==> src/rtl/sh_pkg.sv <==
package sh_pkg;

  typedef enum logic [1:0] {
    EDGE_RISE = 2'b00,
    EDGE_FALL = 2'b01,
    EDGE_BOTH = 2'b10,
    EDGE_ALT  = 2'b11
  } edgeSel_t;

  typedef struct packed {
    logic load;        // capture this clock
    logic useDelayed;  // take the one-clock-old data
  } holdCtl_t;

endpackage

==> src/rtl/sh_trigger_ctrl.sv <==
module sh_trigger_ctrl
  import sh_pkg::*;
(
  input  logic       clk,
  input  logic       rst,
  input  logic       trigIn,
  input  logic [1:0] trigMode,
  input  logic       latchMode,
  output holdCtl_t   ctl,
  output logic       validPulse,
  output logic       seenFlag
);

  logic     trigPrev;
  logic     riseHit;
  logic     fallHit;
  logic     eventHit;
  edgeSel_t sel;

  assign sel     = edgeSel_t'(trigMode);
  assign riseHit = trigIn & ~trigPrev;
  assign fallHit = ~trigIn & trigPrev;

  always_comb begin
    unique case (sel)
      EDGE_FALL: eventHit = fallHit;
      EDGE_BOTH: eventHit = riseHit | fallHit;
      default:   eventHit = riseHit;
    endcase
  end

  always_comb begin
    ctl.load       = eventHit & ~rst;
    ctl.useDelayed = latchMode;
  end

  always_ff @(posedge clk) begin
    if (rst) begin
      trigPrev   <= 1'b0;
      validPulse <= 1'b0;
      seenFlag   <= 1'b0;
    end else begin
      trigPrev   <= trigIn;
      validPulse <= eventHit;
      if (eventHit) seenFlag <= 1'b1;
    end
  end

endmodule

==> src/rtl/sh_datapath.sv <==
module sh_datapath
  import sh_pkg::*;
#(
  parameter int LANES = 4,
  parameter int WIDTH = 16
) (
  input  logic                   clk,
  input  logic                   rst,
  input  holdCtl_t               ctl,
  input  logic                   initPerLane,
  input  logic [LANES*WIDTH-1:0] initBus,
  input  logic [LANES*WIDTH-1:0] dataIn,
  output logic [LANES*WIDTH-1:0] dataOut
);

  localparam int BUS_W = LANES * WIDTH;

  logic [BUS_W-1:0] dataPrev;
  logic [BUS_W-1:0] initVec;
  logic [BUS_W-1:0] capSrc;

  // one-clock-old copy of the input, free running
  always_ff @(posedge clk) dataPrev <= dataIn;

  for (genvar ln = 0; ln < LANES; ln++) begin : g_lane
    logic signed [WIDTH-1:0] laneInit;
    logic signed [WIDTH-1:0] laneSrc;
    logic signed [WIDTH-1:0] laneHold;

    assign laneInit = initPerLane ? initBus[ln*WIDTH +: WIDTH] : initBus[WIDTH-1:0];
    assign laneSrc  = ctl.useDelayed ? dataPrev[ln*WIDTH +: WIDTH] : dataIn[ln*WIDTH +: WIDTH];

    always_ff @(posedge clk) begin
      if (rst)           laneHold <= laneInit;
      else if (ctl.load) laneHold <= laneSrc;
    end

    assign initVec[ln*WIDTH +: WIDTH] = laneInit;
    assign capSrc[ln*WIDTH +: WIDTH]  = laneSrc;
    assign dataOut[ln*WIDTH +: WIDTH] = laneHold;
  end

endmodule

==> src/rtl/trig_sample_hold.sv <==
module trig_sample_hold
  import sh_pkg::*;
#(
  parameter int LANES = 4,
  parameter int WIDTH = 16
) (
  input  logic                   clk,
  input  logic                   rst,
  input  logic                   trigIn,
  input  logic [1:0]             trigMode,
  input  logic                   latchMode,
  input  logic                   initPerLane,
  input  logic [LANES*WIDTH-1:0] initBus,
  input  logic [LANES*WIDTH-1:0] dataIn,
  output logic [LANES*WIDTH-1:0] dataOut,
  output logic                   outValid,
  output logic                   everTriggered
);

  holdCtl_t ctl;

  sh_trigger_ctrl u_ctrl (
    .clk        (clk),
    .rst        (rst),
    .trigIn     (trigIn),
    .trigMode   (trigMode),
    .latchMode  (latchMode),
    .ctl        (ctl),
    .validPulse (outValid),
    .seenFlag   (everTriggered)
  );

  sh_datapath #(.LANES(LANES), .WIDTH(WIDTH)) u_path (
    .clk         (clk),
    .rst         (rst),
    .ctl         (ctl),
    .initPerLane (initPerLane),
    .initBus     (initBus),
    .dataIn      (dataIn),
    .dataOut     (dataOut)
  );

endmodule

==> config.mk <==
export PLATFORM = sky130hd
export DESIGN_NAME = trig_sample_hold
export DESIGN_NICKNAME = d
export VERILOG_FILES = /design/src/rtl/sh_pkg.sv /design/src/rtl/sh_trigger_ctrl.sv /design/src/rtl/sh_datapath.sv /design/src/rtl/trig_sample_hold.sv
export SDC_FILE = /design/constraint.sdc
export NUM_CORES = 1
export LEC_CHECK = 0
export BUFFER_PORTS_ARGS = -buffer_cell sky130_fd_sc_hd__buf_2
export CAP_MARGIN = 5
export CELL_PAD_IN_SITES_DETAIL_PLACEMENT = 1
export CELL_PAD_IN_SITES_GLOBAL_PLACEMENT = 1
export CORE_MARGIN = 2
export CORE_UTILIZATION = 42
export CTS_BUF_LIST = sky130_fd_sc_hd__clkbuf_16
export DETAILED_ROUTE_END_ITERATION = 7
export PLACE_DENSITY = 0.93
export SETUP_SLACK_MARGIN = 0.1
export SYNTH_ARGS = -nofsm -noshare
export SYNTH_HDL_FRONTEND = slang
export SYNTH_SLANG_ARGS = --single-unit
export TNS_END_PERCENT = 5
==> constraint.sdc <==
create_clock -name clk -period 13.6 [get_ports clk]
set_input_delay 0.68 -clock clk [delete_from_list [all_inputs] [get_ports clk]]
set_output_delay 0.68 -clock clk [all_outputs]
set_load 0.005 [all_outputs]
==> results of run 1 <==
## kinds of logic after synthesis
| group | synth area share |
|---|---|
| flip-flops | 0.608 |
| AO/OA/AOI/OAI | 0.0198 |
| multiplexers | 0.299 |
| AND/OR/NAND/NOR | 0.0177 |
| adder cells (fa/ha/maj) | 0.00933 |
| buffers and inverters | 0.0460 |
## sequential cells by signal, indices dropped and copies added (netlist names)
register,count
u_ctrl.seenFlag,1
u_ctrl.trigPrev,1
u_ctrl.validPulse,1
u_path.dataPrev,64
u_path.g_lane.laneHold,64
## power breakdown
part           internal, mW  switching (mW)  leakage, nW
registers             0.459          0.0114         1.21
clock network         0.339           0.161        0.322
logic                0.0582          0.0671         1.88
total                 0.856           0.239         3.42
## area by class of cell
type	instances	area [sq um]	share of cell area
Clock buffer	17	425	0.0604
Multi-Input combinational cell	206	1870	0.266
Sequential cell	131	3260	0.463
Inverter	6	22.5	0.00320
Clock inverter	15	219	0.0311
Tap cell	172	215	0.0305
Timing Repair Buffer	203	1030	0.146
## layout by cell type (no fill, tap or decap), drive strengths merged
cell	n
nor2b	1
a311oi	2
inv	7
mux2i	160
nor3b	1
dfxtp	67
edfxtp	64
nand2b	1
clkbuf	17
bufinv	6
buf	203
o21ai	16
nor2	3
clkinv	8
a32oi	1
ha	4
nand2	17
## through the flow
stage	hold WS (ns)	worst slack, ns	instances	total power [mW]	area [sq um]
after floorplan	0.542	8.50	366	0.540	5360
after global placement	0.544	10.90	718	0.595	6400
after detailed placement	0.568	10.86	718	0.605	6400
after CTS	0.362	11.28	750	1.11	7050
after global routing	0.364	11.18	750	1.14	7050
final	0.385	11.29	750	1.10	7050
## worst max-delay path: cells and delay by family
family                 cells  cell delay, ns
buffers and inverters      2            1.17
and+or+nand+nor            1            0.16
AOI/OAI and AO/OA          1            0.26
## per-layer routing
layer,GRT usage,up-vias,share of wire
met3,0.0551,25,0.055
met2,0.398,134,0.53
met1,0.254,1813,0.39
li1,-,1745,-
met4,0.105,0,0.023
met5,0,-,0
## how the worst max path moves through the flow
stage	from	depth (start not counted)	to
6_report	rst	4	u_path.g_lane[2].laneHold[8]
2_1_floorplan	trigIn	4	u_path.g_lane[0].laneHold[0]
5_1_grt	rst	4	u_path.g_lane[2].laneHold[8]
4_1_cts	rst	4	u_path.g_lane[2].laneHold[8]
3_5_place_dp	rst	4	u_path.g_lane[1].laneHold[9]
3_3_place_gp	rst	4	u_path.g_lane[1].laneHold[10]
==> results.txt, run 1 <==
status = finished, final reports clean
worst r2r path cells = 4
CP max stage cell = buf_4
Tcrit/Tclk final = 0.170
initial core utilization = 0.428
Setup crit end kind = flop
ys flop type = dfxtp_1
Final setup viols = 0
Core Box Area = 12500 sq um
Routed WL = 14900 um
hold_sp = dataIn[60]
Cell Area, Synth = 5360 sq um
max-cap violations = 0
Crit Path Max Fanout = 64
PwrDens = 155 nW/um^2
number of synthesized flops with an enable pin = 64
Final min period = 2.31 ns
register clock-pin slew on the reported worst setup and hold paths = 0.06 ns
Warnings, synthesis = 0
Nets = 704
TNS Setup = 0 ns
Slew HR = 0.239
async set-reset flop share out of synthesis = 0
die height = 117 um
post-DP HPWL = 10700 um
Netlist cell types = 18
Clock Path Buffers = 2
WP data required = 13.63 ns
worst skew pair latency = 0.41 ns
final antenna-violating net count = 0
top post-synthesis cells by area = edfxtp_1, mux2i_1, dfxtp_1
die extent in x = 117 um
Yosys reg bits = 131
max-slew violations = 0
Hold Fails Final Rpt = 0
CTS tree = built
maximum vdd drop = 0.0852 mV
worst flop-to-flop path endpoint = u_path.g_lane[2].laneHold[8]
CTS H-tree lvls = 4
Layout area overhead = 31.4%
Core Util, Final = 0.563
crit path kind = input port to flop
Static Leak = 3.42 nW
Synth top area share = 0.358
GPL Wtd Cong = 0.798
WP data arrival = 2.34 ns
syn_nets = 505
most common cell type on the critical path = buf_4
Hold EP = u_path.dataPrev[60]
Cells after Synth = 366
initial antenna violation count = 0
total setup buffers inserted after CTS = 0
CTS Hold Bufs = 0
Worst-Margin Slew = 1.14 ns
WL/cell = 19.9 um
f_max = 433 MHz
crit-path cells = buf_4 > nor2_1 > a32oi_4 > buf_4
FF-to-FF setup slack = 11.47 ns
Startpoint Class = input port
IO Port Bufs = 200
Post-CTS Resized = 0
1st-iter DRT viols = 243
GRT overflow = 0
most frequent cell after synthesis = mux2i_1
Synth area leader = edfxtp_1
first-pass GRT wire length = 22100 um
unrepaired setup endpoints after global routing = no
worst hold path type = input port to flop
Post-synth top cells = mux2i_1, dfxtp_1, edfxtp_1
# clock sinks = 131
layout cells sized above 1 = 0.400
row count = 41
vias in the first global route = 4177
Via density = 4.96
Filler cells = 1337
WHS Path Cells = 1
I/O pin cnt = 201
Syn Area/Cell = 14.7 sq um
fraction of the yosys area taken by sequential cells = 0.608
largest net degree at the start of global routing = 65
vias = 3717
Ant. Diodes = 0
drt pass-1 iters = 4
max incr delay on CP = 0.70 ns
worst r2r src = u_ctrl.trigPrev
Residual DRC = 0
Clock Root Buffer = clkbuf_16
Worst Clk Skew = 0.00661 ns
TritonCTS Buffers = 17
All-Layer GR Usage = 0.224
Die ar. = 13700 sq um
No activity file was read; power rests on OpenSTA's default activity.
==> inputs of run 2 (changes only) <==
--- a/config.mk
+++ b/config.mk
@@ -5,15 +5,16 @@
 export SDC_FILE = /design/constraint.sdc
 export NUM_CORES = 1
 export LEC_CHECK = 0
+export ABC_AREA = 1
 export BUFFER_PORTS_ARGS = -buffer_cell sky130_fd_sc_hd__buf_2
 export CAP_MARGIN = 5
 export CELL_PAD_IN_SITES_DETAIL_PLACEMENT = 1
 export CELL_PAD_IN_SITES_GLOBAL_PLACEMENT = 1
 export CORE_MARGIN = 2
-export CORE_UTILIZATION = 42
+export CORE_UTILIZATION = 33
 export CTS_BUF_LIST = sky130_fd_sc_hd__clkbuf_16
 export DETAILED_ROUTE_END_ITERATION = 7
-export PLACE_DENSITY = 0.93
+export PLACE_DENSITY = 0.84
 export SETUP_SLACK_MARGIN = 0.1
 export SYNTH_ARGS = -nofsm -noshare
 export SYNTH_HDL_FRONTEND = slang
==> constraint.sdc (replaced) <==
create_clock -name clk -period 1.9 [get_ports clk]
set_input_delay 0.095 -clock clk [delete_from_list [all_inputs] [get_ports clk]]
set_output_delay 0.095 -clock clk [all_outputs]
set_load 0.005 [all_outputs]
==> run 2 against run 1 <==
Net effect: register-to-register slack lost 11 ns; critical path type unchanged; highest routed layer is now met5; clock skew grew 0.0070 ns; synthesized area grew 0.35%; worst setup slack lost 11 ns.
==> results.txt, run 2 <==
status = finished, final reports clean
GPL Wtd Cong = 0.789 (-1.1%)
Placed Instances = 930 (+30%)
Worst Clk Skew = 0.0136 ns (+0.00702 ns)
Static Leak = 3.51 nW (+2.8%)
most common cell after layout, fill and taps aside = buf_2
WL/cell = 19.4 um (-2.7%)
max incr delay on CP = 0.52 ns (-0.18 ns)
initial antenna violation count = 1 (+1)
Final min period = 1.62 ns
Clock Root Buffer = clkbuf_16
final setup margin = 0.278 ns (-11.01 ns)
Setup crit end kind = flop
PwrDens = 933 nW/um^2 (+500%)
Cell Area, Synth = 5380 sq um (+0.35%)
Yosys reg bits = 131 (unchanged)
Synth area leader = edfxtp_1
most frequent cell after synthesis = nand2_1
vias in the first global route = 5458 (+31%)
Final Non-Filler Cells = 1027 (+37%)
row count = 46 (+12%)
crit path kind = input port to flop
Synth top area share = 0.357 (-0.00125)
Netlist cell types = 21 (+3)
Placement Setup Slack = 0.330 ns (-10.53 ns)
crit-path cells = dlygate4sd3_1 > buf_2 > inv_1 > ha_1 > inv_1 > nand2_1 > nand3_1 > nand2_1 > nand2_4 > buf_12
Hold Fails Final Rpt = 0 (unchanged)
Flop pwr share = 0.465 (+0.036)
worst hold slack = 0.0711 ns (-0.314 ns)
max-cap violations = 0 (unchanged)
Syn Area/Cell = 9.91 sq um (-32%)
TNS Setup = 0 ns (unchanged)
unrepaired setup endpoints after global routing = no
Core Util, Final = 0.485 (-0.0778)
CP Buf/Inv Count = 5 (+3)
WP data arrival = 1.73 ns (-0.61 ns)
Tot Pwr = 7.19 mW (+560%)
largest net degree at the start of global routing = 97 (+49%)
vias = 4964 (+34%)
Tcrit/Tclk final = 0.853
f_max = 617 MHz
fraction of the yosys area taken by sequential cells = 0.606 (-0.00212)
Core Box Area = 15900 sq um (+27%)
top post-synthesis cells by area = edfxtp_1, dfxtp_1, nand2_1
Cells after Synth = 543 (+48%)
number of synthesized flops with an enable pin = 64 (unchanged)
Layout area overhead = 43.2%
final antenna-violating net count = 0 (unchanged)
worst hold path type = input port to flop
commonest non-fill, non-tap cells in the layout = buf_2, nand2_1, dfxtp_1
clock share of power = 0.392 (-0.064)
Sw Pwr = 1.84 mW (+670%)
layout cells sized above 1 = 0.311 (-0.0889)
CTS H-tree lvls = 4 (unchanged)
Crit Path Max Fanout = 34 (-47%)
combinational power share = 0.143 (+0.029)
maximum vdd drop = 0.590 mV (+590%)
WP data required = 2.01 ns (-11.62 ns)
I/O pin cnt = 201 (unchanged)
IO Port Bufs = 200 (unchanged)
Clock Path Buffers = 2 (unchanged)
# clock sinks = 131 (unchanged)
Filler cells = 1870 (+40%)
Routed WL = 19900 um (+33%)
Residual DRC = 0 (unchanged)
max-slew violations = 0 (unchanged)
Post-synth top cells = nand2_1, dfxtp_1, edfxtp_1
first-pass GRT wire length = 30300 um (+37%)
ys flop type = dfxtp_1
total setup buffers inserted after CTS = 0 (unchanged)
Slew HR = 0.414 (+0.174)
P_int = 5.35 mW (+530%)
drt pass-1 iters = 4 (unchanged)
Worst-Margin Slew = 0.879 ns (-0.262 ns)
Largest regs = u_path.dataPrev: 64 flops, u_path.g_lane.laneHold: 64 flops
Warnings, synthesis = 0 (unchanged)
TritonCTS Buffers = 17 (unchanged)
Ant. Diodes = 0 (unchanged)
die height = 132 um (+13%)
Via density = 4.83 (-2.5%)
DP Area = 6560 sq um (+2.4%)
1st-iter DRT viols = 227 (-6.6%)
async set-reset flop share out of synthesis = 0 (unchanged)
post-route cell area = 7710 sq um (+9.4%)
post-DP HPWL = 12600 um (+18%)
GRT overflow = 0 (unchanged)
initial core utilization = 0.339 (-0.0897)
All-Layer GR Usage = 0.232 (+0.00756)
Post-CTS Resized = 0 (unchanged)
CTS tree = built
die extent in x = 132 um (+13%)
Nets = 937 (+33%)
switching share of power = 0.256 (+0.0377)
Startpoint Class = input port
worst skew pair latency = 0.42 ns (about the same)
register clock-pin slew on the reported worst setup and hold paths = 0.05 ns (about the same)
syn_nets = 682 (+35%)
Die ar. = 17300 sq um (+27%)
CP max stage cell = dlygate4sd3_1
Final setup viols = 0 (unchanged)
delay-heaviest family, CP = buffers and inverters
-- run 2: cell count changes in the layout (fill, tap and decap cells not counted), moves of 17 or more --
cell           delta
dlygate4sd3_1    +65
o21ai_0          +48
nand2_1         +148
or2_1            +28
mux2i_1         -160
o211ai_1         +48
inv_1            +17
-- run 2: path summary, 6_finish.rpt --
path	start	endpoint	slack, ns	cells after the start
worst max-delay path	trigIn	u_path.g_lane[1].laneHold[10]	0.28	10
worst min-delay path	initBus[59]	u_path.g_lane[3].laneHold[11]	0.07	5
worst max register to register	u_ctrl.trigPrev	u_path.g_lane[1].laneHold[10]	0.35	7
worst min register to register	u_ctrl.seenFlag	u_ctrl.seenFlag	0.47	2
-- run 2: cell families (layout without fill, tap and decap cells) --
family | Yosys count | in the layout | synth area share
adders and majority gates | 4 | 4 | 0.00930
buffers and inverters | 62 | 330 | 0.0602
DFF | 131 | 131 | 0.606
and+or+nand+nor | 218 | 218 | 0.175
AOI/OAI and AO/OA | 128 | 128 | 0.149
-- run 2: final cells by class --
| type | count | area, sq um | share of cell area |
|---|---|---|---|
| repair buffers | 273 | 1770 | 0.230 |
| flip-flops and latches | 131 | 3260 | 0.423 |
| multi-input cells | 350 | 1800 | 0.234 |
| inverters | 25 | 96.3 | 0.0125 |
| well taps | 216 | 270 | 0.0351 |
| clock buffers | 17 | 425 | 0.0552 |
| clock inverters | 15 | 75.1 | 0.00974 |
-- run 2: power by group through the flow --
| stage | Clock [mW] | Combinational, mW | Sequential, mW |
|---|---|---|---|
| final | 2.82 | 1.03 | 3.34 |
| after global routing | 3.00 | 1.13 | 3.36 |
| after CTS | 2.86 | 1.03 | 3.34 |
| after detailed placement | 0 | 0.921 | 3.40 |
| after global placement | 0 | 0.887 | 3.39 |
| after floorplan | 0 | 0.398 | 3.40 |
-- run 2: tightest hold or removal path, stage by stage --
cell and delay (ns):
buf_2 0.08, nand2_1 0.04, o21ai_0 0.06, nand2_1 0.05, nand2_1 0.06
-- run 2: timing repair --
action | CTS | global route
hold buffers | 65 | 0
hold endpoints to repair | 65 | 0
setup endpoints to repair | 0 | 0
-- run 2: per-layer routing --
metal / vias to the layer above / share of wire / global-route usage
li1: 2366 / - / -
met1: 2390 / 0.41 / 0.266
met2: 181 / 0.52 / 0.422
met3: 25 / 0.051 / 0.0567
met4: 2 / 0.017 / 0.0785
met5: - / 0.00065 / 0
